$ cat src/rtl/eseq_pkg.sv
package eseq_pkg;
  // Status bit positions decoded by the rest of the core
  localparam int SR_BLOCK  = 28;
  localparam int SR_BANK   = 29;
  localparam int SR_PRIV   = 30;
  localparam int SR_FPUOFF = 15;
  localparam int MASK_LO   = 4;
  localparam int MASK_W    = 4;

  // Event codes the sequencer reacts to
  localparam logic [11:0] EV_RESET     = 12'h000;
  localparam logic [11:0] EV_MANRESET  = 12'h020;
  localparam logic [11:0] EV_TLBMISS_R = 12'h040;
  localparam logic [11:0] EV_TLBMISS_W = 12'h060;
  localparam logic [11:0] EV_TLBMULTI  = 12'h140;
  localparam logic [11:0] EV_TRAP      = 12'h160;
  localparam logic [11:0] EV_NOBLOCK   = 12'h1E0;

  // Handler address layout
  localparam logic [31:0] RESET_ADDR   = 32'hA000_0000;
  localparam logic [31:0] OFS_GENERAL  = 32'h0000_0100;
  localparam logic [31:0] OFS_TLB      = 32'h0000_0400;
  localparam logic [31:0] OFS_INTR     = 32'h0000_0600;

  typedef enum logic [1:0] {
    VK_RESET   = 2'd0,
    VK_TLB     = 2'd1,
    VK_GENERAL = 2'd2,
    VK_INTR    = 2'd3
  } vec_kind_e;
endpackage

$ cat src/rtl/eseq_arbiter.sv
module eseq_arbiter
  import eseq_pkg::*;
#(
  parameter int XLEN   = 32,
  parameter int CODE_W = 12
) (
  input  logic              exc_valid,
  input  logic [CODE_W-1:0] exc_code,
  input  logic              irq_req,
  input  logic [MASK_W-1:0] irq_level,
  input  logic              irq_wake,
  input  logic [XLEN-1:0]   sr,
  output logic              take_exc,
  output logic              take_irq,
  output logic [CODE_W-1:0] eff_code
);
  logic              blocked;
  logic [MASK_W-1:0] cur_mask;
  logic              irq_open;
  logic              irq_above;

  assign blocked   = sr[SR_BLOCK];
  assign cur_mask  = sr[MASK_LO +: MASK_W];
  assign irq_above = irq_level > cur_mask;
  assign irq_open  = !blocked || irq_wake;

  // Exception path: the block bit turns anything but the exempt code into reset
  always_comb begin
    eff_code = exc_code;
    if (blocked && (exc_code != CODE_W'(EV_NOBLOCK)))
      eff_code = CODE_W'(EV_RESET);
  end

  assign take_exc = exc_valid;
  assign take_irq = !exc_valid && irq_req && irq_open && irq_above;
endmodule

$ cat src/rtl/eseq_vector.sv
module eseq_vector
  import eseq_pkg::*;
#(
  parameter int XLEN   = 32,
  parameter int CODE_W = 12
) (
  input  logic              take_irq,
  input  logic [CODE_W-1:0] eff_code,
  input  logic [XLEN-1:0]   sr,
  input  logic [XLEN-1:0]   pc,
  input  logic [XLEN-1:0]   vbr,
  input  logic              in_dslot,
  output vec_kind_e         kind,
  output logic [XLEN-1:0]   nxt_pc,
  output logic [XLEN-1:0]   nxt_sr,
  output logic [XLEN-1:0]   nxt_spc
);
  localparam logic [XLEN-1:0] STEP = XLEN'(2);

  logic [XLEN-1:0] mode_bits;
  logic [XLEN-1:0] spc_ds;
  logic            is_trap;

  always_comb begin
    mode_bits = '0;
    mode_bits[SR_BLOCK] = 1'b1;
    mode_bits[SR_BANK]  = 1'b1;
    mode_bits[SR_PRIV]  = 1'b1;
  end

  // Handler class from the effective code
  always_comb begin
    if (take_irq)
      kind = VK_INTR;
    else begin
      case (eff_code)
        CODE_W'(EV_RESET), CODE_W'(EV_MANRESET), CODE_W'(EV_TLBMULTI):
          kind = VK_RESET;
        CODE_W'(EV_TLBMISS_R), CODE_W'(EV_TLBMISS_W):
          kind = VK_TLB;
        default:
          kind = VK_GENERAL;
      endcase
    end
  end

  // Return address: rewind into the branch, then step over a trap
  assign is_trap = !take_irq && (eff_code == CODE_W'(EV_TRAP));
  assign spc_ds  = in_dslot ? (pc - STEP) : pc;
  assign nxt_spc = is_trap ? (spc_ds + STEP) : spc_ds;

  always_comb begin
    nxt_sr = sr | mode_bits;
    nxt_pc = vbr + XLEN'(OFS_GENERAL);
    unique case (kind)
      VK_RESET: begin
        nxt_sr[SR_FPUOFF] = 1'b0;
        nxt_sr[MASK_LO +: MASK_W] = '1;
        nxt_pc = XLEN'(RESET_ADDR);
      end
      VK_TLB:     nxt_pc = vbr + XLEN'(OFS_TLB);
      VK_INTR:    nxt_pc = vbr + XLEN'(OFS_INTR);
      VK_GENERAL: nxt_pc = vbr + XLEN'(OFS_GENERAL);
    endcase
  end
endmodule

$ cat src/rtl/exc_entry_seq.sv
module exc_entry_seq
  import eseq_pkg::*;
#(
  parameter int XLEN   = 32,
  parameter int CODE_W = 12
) (
  input  logic              clk,
  input  logic              rst_n,
  input  logic              exc_valid,
  input  logic [CODE_W-1:0] exc_code,
  input  logic              irq_req,
  input  logic [3:0]        irq_level,
  input  logic [CODE_W-1:0] irq_code,
  input  logic              irq_wake,
  input  logic [XLEN-1:0]   sr_in,
  input  logic [XLEN-1:0]   pc_in,
  input  logic [XLEN-1:0]   r15_in,
  input  logic [XLEN-1:0]   vbr_in,
  input  logic              in_dslot,
  output logic              taken,
  output logic              took_irq,
  output logic              dslot_clear,
  output logic [XLEN-1:0]   saved_sr,
  output logic [XLEN-1:0]   saved_pc,
  output logic [XLEN-1:0]   saved_r15,
  output logic [XLEN-1:0]   new_sr,
  output logic [XLEN-1:0]   new_pc,
  output logic [CODE_W-1:0] exc_event,
  output logic [CODE_W-1:0] int_event
);
  logic              take_exc, take_irq, take_any;
  logic [CODE_W-1:0] eff_code;
  vec_kind_e         kind;
  logic [XLEN-1:0]   nxt_pc, nxt_sr, nxt_spc;

  eseq_arbiter #(.XLEN(XLEN), .CODE_W(CODE_W)) u_arb (
    .exc_valid (exc_valid),
    .exc_code  (exc_code),
    .irq_req   (irq_req),
    .irq_level (irq_level),
    .irq_wake  (irq_wake),
    .sr        (sr_in),
    .take_exc  (take_exc),
    .take_irq  (take_irq),
    .eff_code  (eff_code)
  );

  eseq_vector #(.XLEN(XLEN), .CODE_W(CODE_W)) u_vec (
    .take_irq (take_irq),
    .eff_code (eff_code),
    .sr       (sr_in),
    .pc       (pc_in),
    .vbr      (vbr_in),
    .in_dslot (in_dslot),
    .kind     (kind),
    .nxt_pc   (nxt_pc),
    .nxt_sr   (nxt_sr),
    .nxt_spc  (nxt_spc)
  );

  assign take_any = take_exc || take_irq;

  // Strobes: high only in the cycle after a take
  always_ff @(posedge clk or negedge rst_n) begin
    if (!rst_n) begin
      taken       <= 1'b0;
      took_irq    <= 1'b0;
      dslot_clear <= 1'b0;
    end else begin
      taken       <= take_any;
      took_irq    <= take_irq;
      dslot_clear <= take_any && in_dslot;
    end
  end

  // Architectural state: all updated together, held otherwise
  always_ff @(posedge clk or negedge rst_n) begin
    if (!rst_n) begin
      saved_sr  <= '0;
      saved_pc  <= '0;
      saved_r15 <= '0;
      new_sr    <= '0;
      new_pc    <= '0;
    end else if (take_any) begin
      saved_sr  <= sr_in;
      saved_pc  <= nxt_spc;
      saved_r15 <= r15_in;
      new_sr    <= nxt_sr;
      new_pc    <= nxt_pc;
    end
  end

  always_ff @(posedge clk or negedge rst_n) begin
    if (!rst_n) begin
      exc_event <= '0;
      int_event <= '0;
    end else begin
      if (take_exc) exc_event <= eff_code;
      if (take_irq) int_event <= irq_code;
    end
  end

  AST_EXC_FIRST: assert property (@(posedge clk) disable iff (!rst_n)
    exc_valid |=> (taken && !took_irq && $stable(int_event))) else $error("AST_EXC_FIRST");

  AST_BLOCK_RESET: assert property (@(posedge clk) disable iff (!rst_n)
    (exc_valid && sr_in[SR_BLOCK] && (exc_code != CODE_W'(EV_NOBLOCK)))
      |=> (exc_event == CODE_W'(EV_RESET))) else $error("AST_BLOCK_RESET");

  AST_BLOCK_IRQ: assert property (@(posedge clk) disable iff (!rst_n)
    (!exc_valid && sr_in[SR_BLOCK] && !irq_wake) |=> !taken) else $error("AST_BLOCK_IRQ");

  AST_MASKED: assert property (@(posedge clk) disable iff (!rst_n)
    (!exc_valid && (irq_level <= sr_in[MASK_LO +: MASK_W])) |=> !taken) else $error("AST_MASKED");

  AST_MODE_BITS: assert property (@(posedge clk) disable iff (!rst_n)
    taken |-> (new_sr[SR_BLOCK] && new_sr[SR_BANK] && new_sr[SR_PRIV])) else $error("AST_MODE_BITS");

  AST_TLB_OFS: assert property (@(posedge clk) disable iff (!rst_n)
    (exc_valid && !sr_in[SR_BLOCK] &&
     ((exc_code == CODE_W'(EV_TLBMISS_R)) || (exc_code == CODE_W'(EV_TLBMISS_W))))
      |=> (new_pc == $past(vbr_in) + XLEN'(OFS_TLB))) else $error("AST_TLB_OFS");

  AST_IDLE_HOLD: assert property (@(posedge clk) disable iff (!rst_n)
    (!exc_valid && !irq_req) |=> (!taken && !dslot_clear && $stable(new_pc) &&
                                  $stable(saved_pc) && $stable(exc_event))) else $error("AST_IDLE_HOLD");
endmodule

$ cat config.mk
export PLATFORM = sky130hd
export DESIGN_NAME = exc_entry_seq
export DESIGN_NICKNAME = d
export VERILOG_FILES = /design/src/rtl/eseq_pkg.sv /design/src/rtl/eseq_arbiter.sv /design/src/rtl/eseq_vector.sv /design/src/rtl/exc_entry_seq.sv
export SDC_FILE = /design/constraint.sdc
export NUM_CORES = 1
export LEC_CHECK = 0
export ABC_AREA = 1
export ABC_CLOCK_PERIOD_IN_PS = 1450
export BUFFER_PORTS_ARGS = -buffer_cell sky130_fd_sc_hd__buf_2
export CORE_MARGIN = 3
export CORE_UTILIZATION = 40
export CTS_CLUSTER_SIZE = 14
export DETAILED_ROUTE_END_ITERATION = 12
export MAX_ROUTING_LAYER = met4
export PLACE_DENSITY = 0.66
export SLEW_MARGIN = 40
export SYNTH_ARGS = -nofsm -noshare
export SYNTH_HDL_FRONTEND = slang
export SYNTH_SLANG_ARGS = --single-unit
$ cat constraint.sdc
create_clock -name clk -period 1.45 [get_ports clk]
set_clock_uncertainty 0.05 [all_clocks]
set_input_delay 0.145 -clock clk [delete_from_list [all_inputs] [get_ports clk]]
set_output_delay 0.145 -clock clk [all_outputs]
set_load 0.005 [all_outputs]
Yosys cells after proc, flatten, opt, wreduce, memory -nomap -nowiden
Cells that the tools add are included.
{ "totals": {"memories": 0, "latchBits": 0, "mem_bits_rw": 0, "reg_bits": 187, "rom_bits": 0, "out_inout_bits": 187} }
{ "op_classes": {"addsub": 5, "mux": 8, "n_eq_ne": 9, "reduce_logical": 15, "n_div": 0, "bitwise_logic": 0, "n_mul": 0, "shifts": 0, "order_cmp": 1} }
{ "op_table": {"columns": ["cell", "n"], "rows": [
  ["one-hot mux 32 bit (4 select lines)", 1],
  ["adder 32 x 11 -> 32 bit, second input constant", 2],
  ["two-way mux 32 bit", 2],
  ["adder 32 x 2 -> 32 bit, second input constant", 1],
  ["adder 32 x 9 -> 32 bit, second input constant", 1],
  ["subtractor 32 x 2 -> 32 bit, second input constant", 1],
  ["== test 12 x 7 -> 1 bit, second input constant", 2],
  ["== test 12 x 9 -> 1 bit, second input constant", 2],
  ["== test 12 x 6 -> 1 bit, second input constant", 1],
  ["zero test 12 bit", 1],
  ["two-way mux 12 bit", 1],
  ["inequality test 12 x 9 -> 1 bit, second input constant", 1],
  ["logical AND 1 bit", 6],
  ["== test 2 bit, second input constant", 2],
  ["greater-than comparator 4 bit", 1],
  ["two-way mux 4 bit", 1],
  ["one-hot mux 2 bit (2 select lines)", 1],
  ["zero test 1 bit", 3],
  ["OR reduction 3 bit", 1],
  ["== test 2 x 1 -> 1 bit, second input constant", 1],
  ["zero test 2 bit", 1],
  ["logical OR 1 bit", 2],
  ["two-way mux 2 bit", 1],
  ["OR reduction 2 bit", 1],
  ["two-way mux 1 bit", 1]
]} }

Longest topological paths before layout
{ "logic_depth": {"depth_word": 9, "mapped_depth": 17, "mapped_depth_nobuf": 17} }

Hierarchy
Synthesis repeated with hierarchy kept, for this count alone.
{ "unflattened": {"hier_cells": 1701, "hier_area_um2": 11741.3} }
{ "by_module_without_submodules": {"columns": ["mod", "area_each_um2", "cells_per_inst", "seq_area_each_um2", "n_inst"], "rows": [
  ["exc_entry_seq", 7305.8, 800, 4679.5, 1],
  ["eseq_vector", 4101.4, 843, 0.0, 1],
  ["eseq_arbiter", 334.1, 58, 0.0, 1]
]} }

Worst setup path before layout
Ideal clock, no wire load.
{ "synth_path": {"path_kind": "input -> register", "start": "input port sr_in[7]", "end": "register saved_pc[0]", "stages": 12, "arrival_time_ps": 1772, "setup_ps": 117, "path_slack_ps": -489, "path_cell_list": "inv_1 > ha_1 > a21oi_1 > o21ai_0 > nand2_1 > inv_1 > nor2_1 > inv_2 > clkbuf_1 > clkbuf_1 > nand2_1 > nand2_1"} }
{ "synth_between": {"elab_chain_len": 5, "word_cells_on_any_way": 6} }
{ "synth_rtl": {"columns": ["element", "line_no", "rtl"], "rows": [
  ["start: declaration", "exc_entry_seq.sv:15", "input logic [XLEN-1:0] sr_in,"],
  ["greater-than comparator 4 bit (*)", "eseq_arbiter.sv:24", "assign irq_above = irq_level > cur_mask;"],
  ["logical AND 1 bit (*)", "eseq_arbiter.sv:35", "assign take_irq = !exc_valid && irq_req && irq_open && irq_above;"],
  ["zero test 1 bit", "eseq_vector.sv:48", "assign is_trap = !take_irq && (eff_code == CODE_W'(EV_TRAP));"],
  ["logical AND 1 bit", "eseq_vector.sv:48", null],
  ["two-way mux 32 bit", "eseq_vector.sv:50", "assign nxt_spc = is_trap ? (spc_ds + STEP) : spc_ds;"],
  ["end signal: assignment", "exc_entry_seq.sv:86", "saved_pc <= nxt_spc;"],
  ["end: declaration", "exc_entry_seq.sv:24", "output logic [XLEN-1:0] saved_pc,"]
]} }
Mark *: on every way between the ends. The rest lies on a longest branch, timed or not.
A chain may end at the register's enable or synchronous reset.

Worst setup path after layout
{ "layout_path": {"start": "input port pc_in[2]", "end": "register saved_pc[27]"} }
{ "layout_between": {"elab_chain_len": 4} }
{ "layout_rtl": {"columns": ["element", "line_no", "rtl"], "rows": [
  ["start: declaration", "exc_entry_seq.sv:16", "input logic [XLEN-1:0] pc_in,"],
  ["subtractor 32 x 2 -> 32 bit", "eseq_vector.sv:49", "assign spc_ds = in_dslot ? (pc - STEP) : pc;"],
  ["two-way mux 32 bit (*)", "eseq_vector.sv:49", null],
  ["adder 32 x 2 -> 32 bit", "eseq_vector.sv:50", null],
  ["two-way mux 32 bit (*)", "eseq_vector.sv:50", null]
]} }
Marked as above.

==> run metrics <==
dominant cell by count in the synthesized netlist=sky130_fd_sc_hd__nand2_1; class of the most critical hold timing path=input pin to flop; most frequently used flop master after synthesis=sky130_fd_sc_hd__dfrtp_1; largest net degree at the start of global routing=47; cell types with the largest area share after synthesis=sky130_fd_sc_hd__dfrtp_1, sky130_fd_sc_hd__nand2_1, sky130_fd_sc_hd__nand3_1, sky130_fd_sc_hd__nor2_1, sky130_fd_sc_hd__inv_1; synthesized instance count=1469; Die ar.=26800 um2; cell area after synthesis=9960 um2; share of flip-flops with an asynchronous set or reset=1.00; TritonCTS clock tree=yes; critical path launch point type=input pin; Critical Path Fanout Max=6; delay of the slowest critical-path stage=0.27 ns; area inside the core boundary=24400 um2; Post-Route WL=45.6 mm; CP Depth=16; number of fillers in the final layout=1610; RSZ-0062 raised after global routing=yes; sequential cell area=4030 um2; top post-synthesis cells by count=sky130_fd_sc_hd__nand2_1, sky130_fd_sc_hd__dfrtp_1, sky130_fd_sc_hd__nand3_1; number of nets at the end of the flow=2357; via count=12895; final weighted congestion in routability-driven placement=0.931; average cell area after synthesis=6.78 um2; Die X-Extent=164 um; number of global-route vias before repair=11943; hold_ws=0.0145 ns; Top Family by Delay on Critical Path=simple AND/OR/NAND/NOR gates; Highest Clock Rate=570 MHz; cell taking the most area after synthesis=sky130_fd_sc_hd__dfrtp_1; total global routing overflow=0; overall die height=164 um; Synth-to-Final Area Change=88.5%; Crit. End Element=flop; multi-input logic area=7070 um2; wire length on met3=3.39 mm; reg-to-reg endpoint=new_sr[30]; endpoint arrival time on the critical path=2.07 ns; Worst Tran Pin Value=0.386 ns; overall global routing resource usage=0.292; failing checks=setup timing; Detail Route Antenna Nets=0; Buffers & Inverters on Critical Path=3; H-tree depth=4; routed wire length on met2=22.6 mm; flops & latches, synth=161; synthesized net count=1642; clock root buffer master=sky130_fd_sc_hd__clkbuf_16; list of cells traversed by the critical path=buf_12 -> inv_12 -> ha_4 -> nand3_4 -> nor2_4 -> nand3b_1 -> nand2_2 -> nand2_2 -> nor2_4 -> nand2_2 -> nor2_4 -> buf_12 -> nand3_1 -> nand2_1 -> nand3_1 -> nand2_1; Avg Vias per Cell=5.11; starting utilization of the core area=0.409; peak supply drop=0.605 mV; crit path setup slack, layout=-0.305 ns; placed cell count=2320; residual DRC count=0; number of synthesized flops with an enable pin=0; number of setup violations in the final report=129; type of the worst setup path=input pin to flop; P_leak=0.00973 uW; post-detailed-placement half-perimeter wirelength=27.8 mm; reg-to-reg critical path startpoint=new_sr[30]; CP max-delay cell=sky130_fd_sc_hd__nor2_4; number of DRC markers in iteration 0=817; maximum clock path buffer count=2; power per cell area=787 nW/um2; max-slew violation total from the final report=0; run status=finished with violations; sinks on the clock net=161; area share of the largest cell type after synthesis=0.404; sum of routed wire segments on met1=16.9 mm; Clock Pin Slew Worst Setup and Hold Paths=0.08 ns; final critical delay including setup and external delays=1.75 ns; termination of the worst setup path=saved_pc[27]; final hold viol count=0; worst max-slew margin expressed relative to the limit=0.740; detailed-routing iteration count for the pre-antenna-repair pass=5; layout cell share with drive strength beyond 1=0.519; launching instance or port of the critical path=pc_in[2]; later-pin clock latency in the skew report=0.43 ns; Worst R2R Path Depth=1; flop2flop setup slack=0.61 ns; Required @ worst endpoint=1.77 ns; average wire length per cell after detail routing=18.1 um; Synth Warn #=0; total of max-cap violations=0; global-route wire length before repair=60.2 mm; share of the cycle needed by the critical path after routing=1.21; sequential share of the synthesized area=0.404; number of port buffers=348; Netlist cell types=37; total clock buffers created by CTS=17; std cell rows=57; IO Pins=349; highest routed layer=met4; number of standard cells in the layout, taps in and fillers out=2524; number of antenna violations at the first check in global routing=3
## cell type report
class	instances	share of cell area
Sequential cell	161	0.214
Multi-Input combinational cell	1111	0.376
Clock inverter	15	0.00986
Antenna cell	3	0.000400
Inverter	127	0.0300
Timing Repair Buffer	766	0.325
Tap cell	324	0.0216
Clock buffer	17	0.0226
## worst min path at each step
| stage | end | start | cells past startpoint | slack [ns] |
|---|---|---|---|---|
| after detailed placement | saved_sr[27] | rst_n | 1 | 0.02 |
| final | exc_event[10] | exc_code[10] | 4 | 0.01 |
| after global placement | saved_sr[27] | rst_n | 1 | 0.01 |
| after global routing | exc_event[11] | exc_code[11] | 4 | 0.02 |
| after floorplan | dslot_clear | rst_n | 0 | -0.20 |
| after CTS | exc_event[11] | exc_code[11] | 4 | 0.004 |
## logic make-up (layout without fill, tap and decap cells)
logic type | count (synthesis) | in the layout | synth area share
AND/OR/NAND/NOR | 975 | 976 | 0.409
AO/OA/AOI/OAI | 74 | 74 | 0.0406
XOR/XNOR | 49 | 49 | 0.0450
adder cells (fa/ha/maj) | 11 | 11 | 0.0138
multiplexers | 1 | 1 | 0.00100
other | 0 | 3 | 0
buffers and inverters | 198 | 925 | 0.0860
flip-flops | 161 | 161 | 0.404
## power by group
group | switching [uW] | internal, uW
logic | 2390 | 2210
registers | 377 | 5050
clock network | 2270 | 2490
total | 5040 | 9750
## what timing repair did
item                                    4_1_cts  5_1_grt
buffers inserted                             34       28
gates resized for setup                     224      339
hold buffers                                 89        1
endpoints found under the setup margin      134      134
hold endpoints to repair                    254        1
pin swaps                                   119      147
gates cloned                                  6       17
## state kept, by name (all words and copies together), names as in the netlist
name / count
took_irq: 1
saved_sr: 32
taken: 1
new_sr: 6
int_event: 12
exc_event: 12
saved_r15: 32
dslot_clear: 1
new_pc: 32
saved_pc: 32
## metal layers
metal / GRT usage / up-vias
met5: - / -
met1: 0.333 / 6121
met3: 0.0512 / 169
met2: 0.503 / 580
met4: 0.128 / 0
li1: - / 6025
## stage by stage
stage	total power, uW	setup slack, ns	area (um2)	util	TNS (ns)
6_report	14800	-0.305	18800	0.770	-9.55
5_1_grt	15400	-0.356	18800	0.770	-23.41
4_1_cts	14000	-0.168	17000	0.698	-3.83
3_5_place_dp	8730	-0.751	14300	0.586	-87.55
3_3_place_gp	8670	-0.710	14300	0.586	-82.65
2_1_floorplan	6890	-0.240	10600	-	-17.86
## cells in the final DEF, fill, tap and decap left out, types with 6 or more instances in the layout
cell type                       netlist  final
sky130_fd_sc_hd__buf_6                0     49
sky130_fd_sc_hd__nand3_4              0     16
sky130_fd_sc_hd__nand3_1            131     61
sky130_fd_sc_hd__ha_4                 0      7
sky130_fd_sc_hd__inv_6                0      6
sky130_fd_sc_hd__nor2_1             129     71
sky130_fd_sc_hd__nand2_4              0     69
sky130_fd_sc_hd__nor2_2               9     30
sky130_fd_sc_hd__clkbuf_16            0     31
sky130_fd_sc_hd__inv_1              121     96
sky130_fd_sc_hd__nand2_2              5    142
sky130_fd_sc_hd__inv_4                0      6
sky130_fd_sc_hd__nand3b_1             7      7
sky130_fd_sc_hd__o31ai_1              8      8
sky130_fd_sc_hd__inv_2                4     15
sky130_fd_sc_hd__dfrtp_1            161    161
sky130_fd_sc_hd__dlygate4sd3_1        0     90
sky130_fd_sc_hd__nor3_1              12      8
sky130_fd_sc_hd__buf_12               0     31
sky130_fd_sc_hd__nor2_4               6     44
sky130_fd_sc_hd__xnor2_1              9      7
sky130_fd_sc_hd__buf_4               27    243
sky130_fd_sc_hd__nand2_1            636    428
sky130_fd_sc_hd__nand4_1             25     25
sky130_fd_sc_hd__o21ai_2              0      8
sky130_fd_sc_hd__o21ai_1              4     18
sky130_fd_sc_hd__buf_2               10    330
sky130_fd_sc_hd__xor2_1              39     35
sky130_fd_sc_hd__nand3_2              1     55
sky130_fd_sc_hd__o21ai_0             47     24
sky130_fd_sc_hd__or2_4                0      6
sky130_fd_sc_hd__inv_8                0      6
sky130_fd_sc_hd__a21oi_1              9      7
(Power assumes the default switching activity.)
